--- src/rtl/dlc_pkg.sv ---
package dlc_pkg;
   typedef enum logic {
      PH_CHROMA = 1'b0,
      PH_LUMA   = 1'b1
   } byte_phase_e;
endpackage

--- src/rtl/dlc_capture.sv ---
module dlc_capture
   import dlc_pkg::*;
#(
   parameter int COLS   = 320,
   parameter int ROWS   = 240,
   parameter int LUMA_W = 4,
   parameter int AW     = 17
) (
   input  logic              clk,
   input  logic              rst_n,
   input  logic              pclk,
   input  logic              vsync,
   input  logic              href,
   input  logic [7:0]        data,
   output logic              wr_en,
   output logic [AW-1:0]     wr_addr,
   output logic [LUMA_W-1:0] wr_data,
   output logic              last
);
   localparam int CW = $clog2(COLS + 1);
   localparam int RW = $clog2(ROWS + 1);
   localparam logic [CW-1:0] COL_LIM   = CW'(COLS);
   localparam logic [RW-1:0] ROW_LIM   = RW'(ROWS);
   localparam logic [AW-1:0] ROW_STEP  = AW'(COLS);
   localparam logic [AW-1:0] LAST_ADDR = AW'(COLS * ROWS - 1);

   logic          pclk_q, pclk_qq, vs_q, hr_q;
   logic [7:0]    d_q;
   logic          vs_prev, hr_prev;
   byte_phase_e   phase;
   logic [CW-1:0] col;
   logic [RW-1:0] row;
   logic [AW-1:0] base;
   logic [AW-1:0] pix_addr;
   logic          rise;

   assign rise     = pclk_q & ~pclk_qq;
   assign pix_addr = base + AW'(col);

   always_ff @(posedge clk or negedge rst_n) begin
      if (!rst_n) begin
         pclk_q  <= 1'b0;
         pclk_qq <= 1'b0;
         vs_q    <= 1'b0;
         hr_q    <= 1'b0;
         d_q     <= '0;
      end else begin
         pclk_q  <= pclk;
         pclk_qq <= pclk_q;
         vs_q    <= vsync;
         hr_q    <= href;
         d_q     <= data;
      end
   end

   always_ff @(posedge clk or negedge rst_n) begin
      if (!rst_n) begin
         vs_prev <= 1'b0;
         hr_prev <= 1'b0;
         phase   <= PH_CHROMA;
         col     <= '0;
         row     <= '0;
         base    <= '0;
         wr_en   <= 1'b0;
         wr_addr <= '0;
         wr_data <= '0;
         last    <= 1'b0;
      end else begin
         wr_en <= 1'b0;
         last  <= 1'b0;
         if (rise) begin
            vs_prev <= vs_q;
            hr_prev <= hr_q;
            if (vs_q && !vs_prev) begin
               phase <= PH_CHROMA;
               col   <= '0;
               row   <= '0;
               base  <= '0;
            end else if (hr_q) begin
               if (phase == PH_LUMA) begin
                  phase <= PH_CHROMA;
                  if (col < COL_LIM && row < ROW_LIM) begin
                     wr_en   <= 1'b1;
                     wr_addr <= pix_addr;
                     wr_data <= d_q[7 -: LUMA_W];
                     last    <= (pix_addr == LAST_ADDR);
                  end
                  if (col < COL_LIM) col <= col + CW'(1);
               end else begin
                  phase <= PH_LUMA;
               end
            end else if (hr_prev) begin
               phase <= PH_CHROMA;
               col   <= '0;
               if (row < ROW_LIM) begin
                  row  <= row + RW'(1);
                  base <= base + ROW_STEP;
               end
            end
         end
      end
   end
endmodule

--- src/rtl/dlc_skew_fifo.sv ---
module dlc_skew_fifo #(
   parameter int DEPTH = 5,
   parameter int W     = 21
) (
   input  logic         clk,
   input  logic         rst_n,
   input  logic         push,
   input  logic [W-1:0] din,
   input  logic         pop,
   output logic [W-1:0] dout,
   output logic         empty,
   output logic         full
);
   generate
      if (DEPTH == 1) begin : g_single
         logic         valid;
         logic [W-1:0] hold;
         always_ff @(posedge clk or negedge rst_n) begin
            if (!rst_n) begin
               valid <= 1'b0;
               hold  <= '0;
            end else if (push && (!valid || pop)) begin
               valid <= 1'b1;
               hold  <= din;
            end else if (pop && valid) begin
               valid <= 1'b0;
            end
         end
         assign dout  = hold;
         assign empty = ~valid;
         assign full  = valid;
      end else begin : g_ring
         localparam int PW = $clog2(DEPTH);
         localparam int NW = $clog2(DEPTH + 1);
         localparam logic [PW-1:0] PTR_TOP = PW'(DEPTH - 1);
         localparam logic [NW-1:0] CNT_TOP = NW'(DEPTH);

         logic [W-1:0]  mem [DEPTH];
         logic [PW-1:0] wp, rp;
         logic [NW-1:0] cnt;
         logic          do_push, do_pop;

         assign empty   = (cnt == '0);
         assign full    = (cnt == CNT_TOP);
         assign do_pop  = pop & ~empty;
         assign do_push = push & (~full | do_pop);
         assign dout    = mem[rp];

         always_ff @(posedge clk or negedge rst_n) begin
            if (!rst_n) begin
               wp  <= '0;
               rp  <= '0;
               cnt <= '0;
            end else begin
               if (do_push) wp <= (wp == PTR_TOP) ? '0 : wp + PW'(1);
               if (do_pop)  rp <= (rp == PTR_TOP) ? '0 : rp + PW'(1);
               if (do_push && !do_pop)      cnt <= cnt + NW'(1);
               else if (do_pop && !do_push) cnt <= cnt - NW'(1);
            end
         end

         always_ff @(posedge clk) begin
            if (do_push) mem[wp] <= din;
         end
      end
   endgenerate
endmodule

--- src/rtl/dual_luma_capture.sv ---
module dual_luma_capture #(
   parameter int COLS     = 320,
   parameter int ROWS     = 240,
   parameter int LUMA_W   = 4,
   parameter int SKEW_PIX = 4,
   parameter int NPIX     = COLS * ROWS,
   parameter int AW       = $clog2(NPIX)
) (
   input  logic              clk,
   input  logic              rst_n,
   input  logic              l_pclk,
   input  logic              l_vsync,
   input  logic              l_href,
   input  logic [7:0]        l_data,
   input  logic              r_pclk,
   input  logic              r_vsync,
   input  logic              r_href,
   input  logic [7:0]        r_data,
   output logic              l_wr_en,
   output logic [AW-1:0]     l_wr_addr,
   output logic [LUMA_W-1:0] l_wr_data,
   output logic              r_wr_en,
   output logic [AW-1:0]     r_wr_addr,
   output logic [LUMA_W-1:0] r_wr_data,
   output logic              a_wr_en,
   output logic [AW-1:0]     a_wr_addr,
   output logic [LUMA_W-1:0] a_wr_data,
   output logic              frame_done
);
   localparam int QDEPTH = SKEW_PIX + 1;
   localparam int QW     = AW + LUMA_W;

   generate
      if (LUMA_W < 1 || LUMA_W > 8) begin : g_bad_luma
         $error("LUMA_W must lie in 1..8");
      end
      if (COLS < 2 || ROWS < 1) begin : g_bad_size
         $error("frame must be at least 2x1 pixels");
      end
      if (SKEW_PIX < 0) begin : g_bad_skew
         $error("SKEW_PIX must not be negative");
      end
      if (NPIX != COLS * ROWS) begin : g_bad_npix
         $error("NPIX must equal COLS*ROWS");
      end
   endgenerate

   logic              in_pclk  [2];
   logic              in_vsync [2];
   logic              in_href  [2];
   logic [7:0]        in_data  [2];
   logic              cap_we   [2];
   logic [AW-1:0]     cap_addr [2];
   logic [LUMA_W-1:0] cap_data [2];
   logic              cap_last [2];
   logic [QW-1:0]     q_dout   [2];
   logic              q_empty  [2];
   logic              q_full   [2];
   logic              q_pop;
   logic [1:0]        seen_last;
   logic [1:0]        fin;

   assign in_pclk[0]  = l_pclk;
   assign in_vsync[0] = l_vsync;
   assign in_href[0]  = l_href;
   assign in_data[0]  = l_data;
   assign in_pclk[1]  = r_pclk;
   assign in_vsync[1] = r_vsync;
   assign in_href[1]  = r_href;
   assign in_data[1]  = r_data;

   generate
      for (genvar i = 0; i < 2; i++) begin : g_cam
         dlc_capture #(
            .COLS(COLS), .ROWS(ROWS), .LUMA_W(LUMA_W), .AW(AW)
         ) u_cap (
            .clk    (clk),
            .rst_n  (rst_n),
            .pclk   (in_pclk[i]),
            .vsync  (in_vsync[i]),
            .href   (in_href[i]),
            .data   (in_data[i]),
            .wr_en  (cap_we[i]),
            .wr_addr(cap_addr[i]),
            .wr_data(cap_data[i]),
            .last   (cap_last[i])
         );

         dlc_skew_fifo #(.DEPTH(QDEPTH), .W(QW)) u_q (
            .clk  (clk),
            .rst_n(rst_n),
            .push (cap_we[i]),
            .din  ({cap_addr[i], cap_data[i]}),
            .pop  (q_pop),
            .dout (q_dout[i]),
            .empty(q_empty[i]),
            .full (q_full[i])
         );

         assign fin[i] = seen_last[i] | cap_last[i];
      end
   endgenerate

   assign l_wr_en   = cap_we[0];
   assign l_wr_addr = cap_addr[0];
   assign l_wr_data = cap_data[0];
   assign r_wr_en   = cap_we[1];
   assign r_wr_addr = cap_addr[1];
   assign r_wr_data = cap_data[1];

   assign q_pop = ~q_empty[0] & ~q_empty[1];

   logic [LUMA_W:0] pair_sum;
   assign pair_sum = {1'b0, q_dout[0][LUMA_W-1:0]} + {1'b0, q_dout[1][LUMA_W-1:0]};

   always_ff @(posedge clk or negedge rst_n) begin
      if (!rst_n) begin
         a_wr_en   <= 1'b0;
         a_wr_addr <= '0;
         a_wr_data <= '0;
      end else begin
         a_wr_en <= q_pop;
         if (q_pop) begin
            a_wr_addr <= q_dout[0][LUMA_W +: AW];
            a_wr_data <= pair_sum[LUMA_W:1];
         end
      end
   end

   always_ff @(posedge clk or negedge rst_n) begin
      if (!rst_n) begin
         seen_last  <= '0;
         frame_done <= 1'b0;
      end else begin
         frame_done <= &fin;
         seen_last  <= (&fin) ? 2'b00 : fin;
      end
   end
endmodule

--- config.mk ---
export PLATFORM = sky130hd
export DESIGN_NAME = dual_luma_capture
export DESIGN_NICKNAME = d
export VERILOG_FILES = /design/src/rtl/dlc_pkg.sv /design/src/rtl/dlc_capture.sv /design/src/rtl/dlc_skew_fifo.sv /design/src/rtl/dual_luma_capture.sv
export SDC_FILE = /design/constraint.sdc
export NUM_CORES = 1
export LEC_CHECK = 0
export BUFFER_PORTS_ARGS = -buffer_cell sky130_fd_sc_hd__buf_2
export CORE_AREA = 2 2 141 143
export DETAILED_ROUTE_END_ITERATION = 10
export DIE_AREA = 0 0 143 145
export PLACE_DENSITY = 0.88
export SLEW_MARGIN = 40
export SYNTH_ARGS = -nofsm -noshare
export SYNTH_HDL_FRONTEND = slang
export SYNTH_SLANG_ARGS = --single-unit
--- constraint.sdc ---
create_clock -name clk -period 9 [get_ports clk]
set_input_delay 0.45 -clock clk [delete_from_list [all_inputs] [get_ports clk]]
set_output_delay 0.45 -clock clk [all_outputs]
set_load 0.1 [all_outputs]
==> summary.md <==
| Metric | Value |
|---|---|
| Status | `complete, no violations` |
| IO buf count | `82` |
| Cells after synthesis | `900` |
| Area Overhead vs Synth | `15.4%` |
| # setup viols final | `0` |
| Hold Crit Depth | `1` |
| Distinct cells, synth | `53` |
| CP Max Fanout | `8` |
| Die ar. | `20700 sq um` |
| CTS H-tree lvls | `1` |
| Reg2reg end | `g_cam[0].u_q.g_ring.cnt[1]` |
| Core area | `19200 sq um` |
| First-pass GRT wire length | `40.1 mm` |
| Syn_area_per_cell | `13.6 sq um` |
| Worst Path Class, Setup | `flop to flop` |
| Initial antenna violation count | `0` |
| Worst slew margin | `44.9%` |
| Hold Crit Class | `input port to flop` |
| Clk slew on worst S/H paths | `70 ps` |
| Avg WL per Cell | `19.2 microns` |
| RSZ-0062 raised after global routing | `false` |
| Vias in the first global route | `7752` |
| Antenna cell count | `0` |
| Fin crit period | `3040 ps` |
| Ys async rst share | `57.2%` |
| Number of synthesized register bits | `292` |
| Prevailing post-synth register cell | `dfrtp_1` |
| WL final | `24.8 mm` |
| Initial Utilization | `63.7%` |
| Setup Buffers After CTS | `0` |
| Utilization after layout | `73.5%` |
| FP Rows | `51` |
| Setup crit end kind | `flop` |
| Share of layout cells above drive strength 1 | `21.9%` |
| Worst Skew | `23.5 ps` |
| Via count | `7578` |
| Clk buf depth | `3` |
| Fin crit share | `33.7%` |
| Gr usage total | `24.7%` |
| Worst R2R Path Depth | `7` |
| Hold path endpoint | `g_cam[0].u_cap.d_q[4]` |
| Worst EP required | `9450 ps` |
| TritonCTS clock tree | `done` |
| Max_cap viols | `0` |
| I/O pins | `91` |
| Syn nets | `955` |
| DP Cell Count | `1225` |
| RD Place Congestion | `0.811` |
| Clock Sinks | `292` |
| CTS Buf Count | `30` |
| # DRC | `0` |
| Die width | `143 microns` |
| Setup crit start kind | `flop` |
| Pleak | `5.76 nW` |
| Largest net degree at the start of global routing | `101` |
| EDFF count, synth | `125` |
| Die height | `145 microns` |
| Cell Area, Synth | `12200 sq um` |
| R2r startpoint | `g_cam[1].u_q.g_ring.cnt[0]` |
| YS warnings | `0` |
| Non-filler cells, final | `1296` |
| Cell Pwr Density | `359 nW/um^2` |
| Worst-Margin Slew | `822 ps` |
| Peak VDD IR | `246 uV` |
| Setup TNS | `0 ps` |
| Crit path DAT | `3480 ps` |
| Skew-Pair Late Insertion Delay | `560 ps` |
| Fmax | `329 MHz` |
| Register area share after synthesis | `64.8%` |
| Root Buffer Master | `clkbuf_16` |
| GR Overflow Total | `0` |
| NumNets Final | `1062` |
| Post-route ant nets | `0` |
| DP HPWL | `15.4 mm` |
| R2R setup slack | `5960 ps` |
| Worst hold start | `l_data[4]` |
| Max-slew violations | `0` |
| DR vias/cell | `5.85` |
| Router iterations before antenna repair | `5` |
| Iter 0 DRT Violations | `534` |
| Final Hold Fails | `0` |
-- per-layer routing --
metal | global-route usage, % | part of all wire (%) | up-vias | wire length [microns]
met5 | 0 | 0 | - | 0
met4 | 10.4 | 3.7 | 0 | 916
met3 | 3.63 | 5.5 | 58 | 1360
met2 | 41.5 | 51 | 246 | 12700
met1 | 32.3 | 40 | 3801 | 9880
li1 | - | - | 3473 | -
-- placed cells by master (no fill, tap or decap), types with 15 or more instances in the layout --
cell       netlist  final
inv_1           17     17
buf_2           11     81
mux2i_1         17     17
o21ai_0         59     59
ha_1            28     28
nor2_1          78     76
clkbuf_16        0     31
dfrtp_1        167    167
a21oi_1         39     39
edfxtp_1       125    125
nand2_1         72     72
mux2_2          36     36
nor3_1          15     15
mux4_2          25     25
xor2_1          26     26
nand3_1         17     17
xnor2_1         36     36
-- how the worst max path moves through the flow --
stage / from / to / slack, ps / cells after the start
after floorplan: g_cam[0].u_cap.wr_en / g_cam[0].u_q.g_ring.mem[4][0] / 5040 / 2
after global placement: g_cam[1].u_q.g_ring.cnt[0] / g_cam[0].u_q.g_ring.cnt[1] / 6190 / 7
after detailed placement: g_cam[1].u_q.g_ring.cnt[0] / g_cam[0].u_q.g_ring.cnt[1] / 6030 / 7
after CTS: g_cam[1].u_q.g_ring.cnt[0] / g_cam[0].u_q.g_ring.cnt[1] / 5990 / 7
after global routing: g_cam[1].u_q.g_ring.cnt[0] / g_cam[0].u_q.g_ring.cnt[1] / 5820 / 7
final: g_cam[1].u_q.g_ring.cnt[0] / g_cam[0].u_q.g_ring.cnt[1] / 5960 / 7
-- state kept, by name, indices dropped and copies added (netlist names), 4 cells and up --
register / count
g_cam.u_q.g_ring.cnt: 6
a_wr_addr: 17
g_cam.u_cap.row: 16
g_cam.u_cap.base: 22
g_cam.u_q.g_ring.rp: 6
g_cam.u_q.g_ring.wp: 6
g_cam.u_cap.wr_data: 8
g_cam.u_q.g_ring.mem: 125
g_cam.u_cap.wr_addr: 34
a_wr_data: 4
g_cam.u_cap.d_q: 8
g_cam.u_cap.col: 18
-- report_power, final --
part           total [W]  leakage (nW)  switching (W)  internal [W]
clock            0.00118         0.462       0.000504      0.000679
combinational    0.00195          2.02        0.00146      0.000485
sequential       0.00194          3.28       0.000269       0.00168
total            0.00507          5.76        0.00224       0.00284
-- layout make-up --
| type | count | area, sq um |
|---|---|---|
| inverter | 17 | 63.8 |
| timing repair buffer | 109 | 682 |
| sequential | 292 | 7930 |
| clock inverter | 13 | 100 |
| fill | 1166 | 5080 |
| clock buffer | 43 | 841 |
| tap | 265 | 332 |
| multi-input combinational | 557 | 4170 |
-- what timing repair did --
item,4_1_cts,5_1_grt
endpoints found under the hold margin,110,2
gates resized for setup,0,0
hold buffers,12,2
-- synth_stat cells, drive strengths merged (16+ instances only) --
library cell	instances	area (sq um)
nor2	79	299
nor3	16	85.1
dfrtp	167	4180
inv	17	63.8
xor2	26	228
mux2	36	405
o21ai	61	305
ha	28	350
clkbuf	19	71.3
edfxtp	125	3750
xnor2	36	315
mux4	25	563
a21oi	40	211
mux2i	17	170
nand2	73	282
nand3	17	85.1
nor4	16	106
-- worst max-delay path, cell delays in order (launching register included) --
cell     delay (ps)
dfrtp_1         440
or3_1           440
o31ai_2         720
inv_1           260
ha_1            300
inv_1            90
fa_1            410
mux2_2          260
-- per-stage QoR --
stage                     instance area [sq um]  setup slack [ps]  total power, W  hold WS [ps]
after floorplan                           12200              5040         0.00346           154
after global placement                    13000              6190         0.00378           364
after detailed placement                  13000              6030         0.00387           377
after CTS                                 14000              5990         0.00509         0.504
after global routing                      14100              5820         0.00529          21.7
final                                     14100              5960         0.00507          44.6
-- kinds of logic (layout without fill, tap and decap cells) --
group                    count (synthesis)  after routing  share of synthesized area, %
multiplexers                            78             78                          9.30
XOR/XNOR                                62             62                          4.44
adder cells (fa/ha/maj)                 31             31                          3.35
other                                    1              1                        0.0306
AND/OR/NAND/NOR                        263            263                          10.5
buffers and inverters                   51            182                          1.80
AO/OA/AOI/OAI                          122            122                          5.79
flip-flops                             292            292                          64.8
No activity file was read; power rests on OpenSTA's default activity.
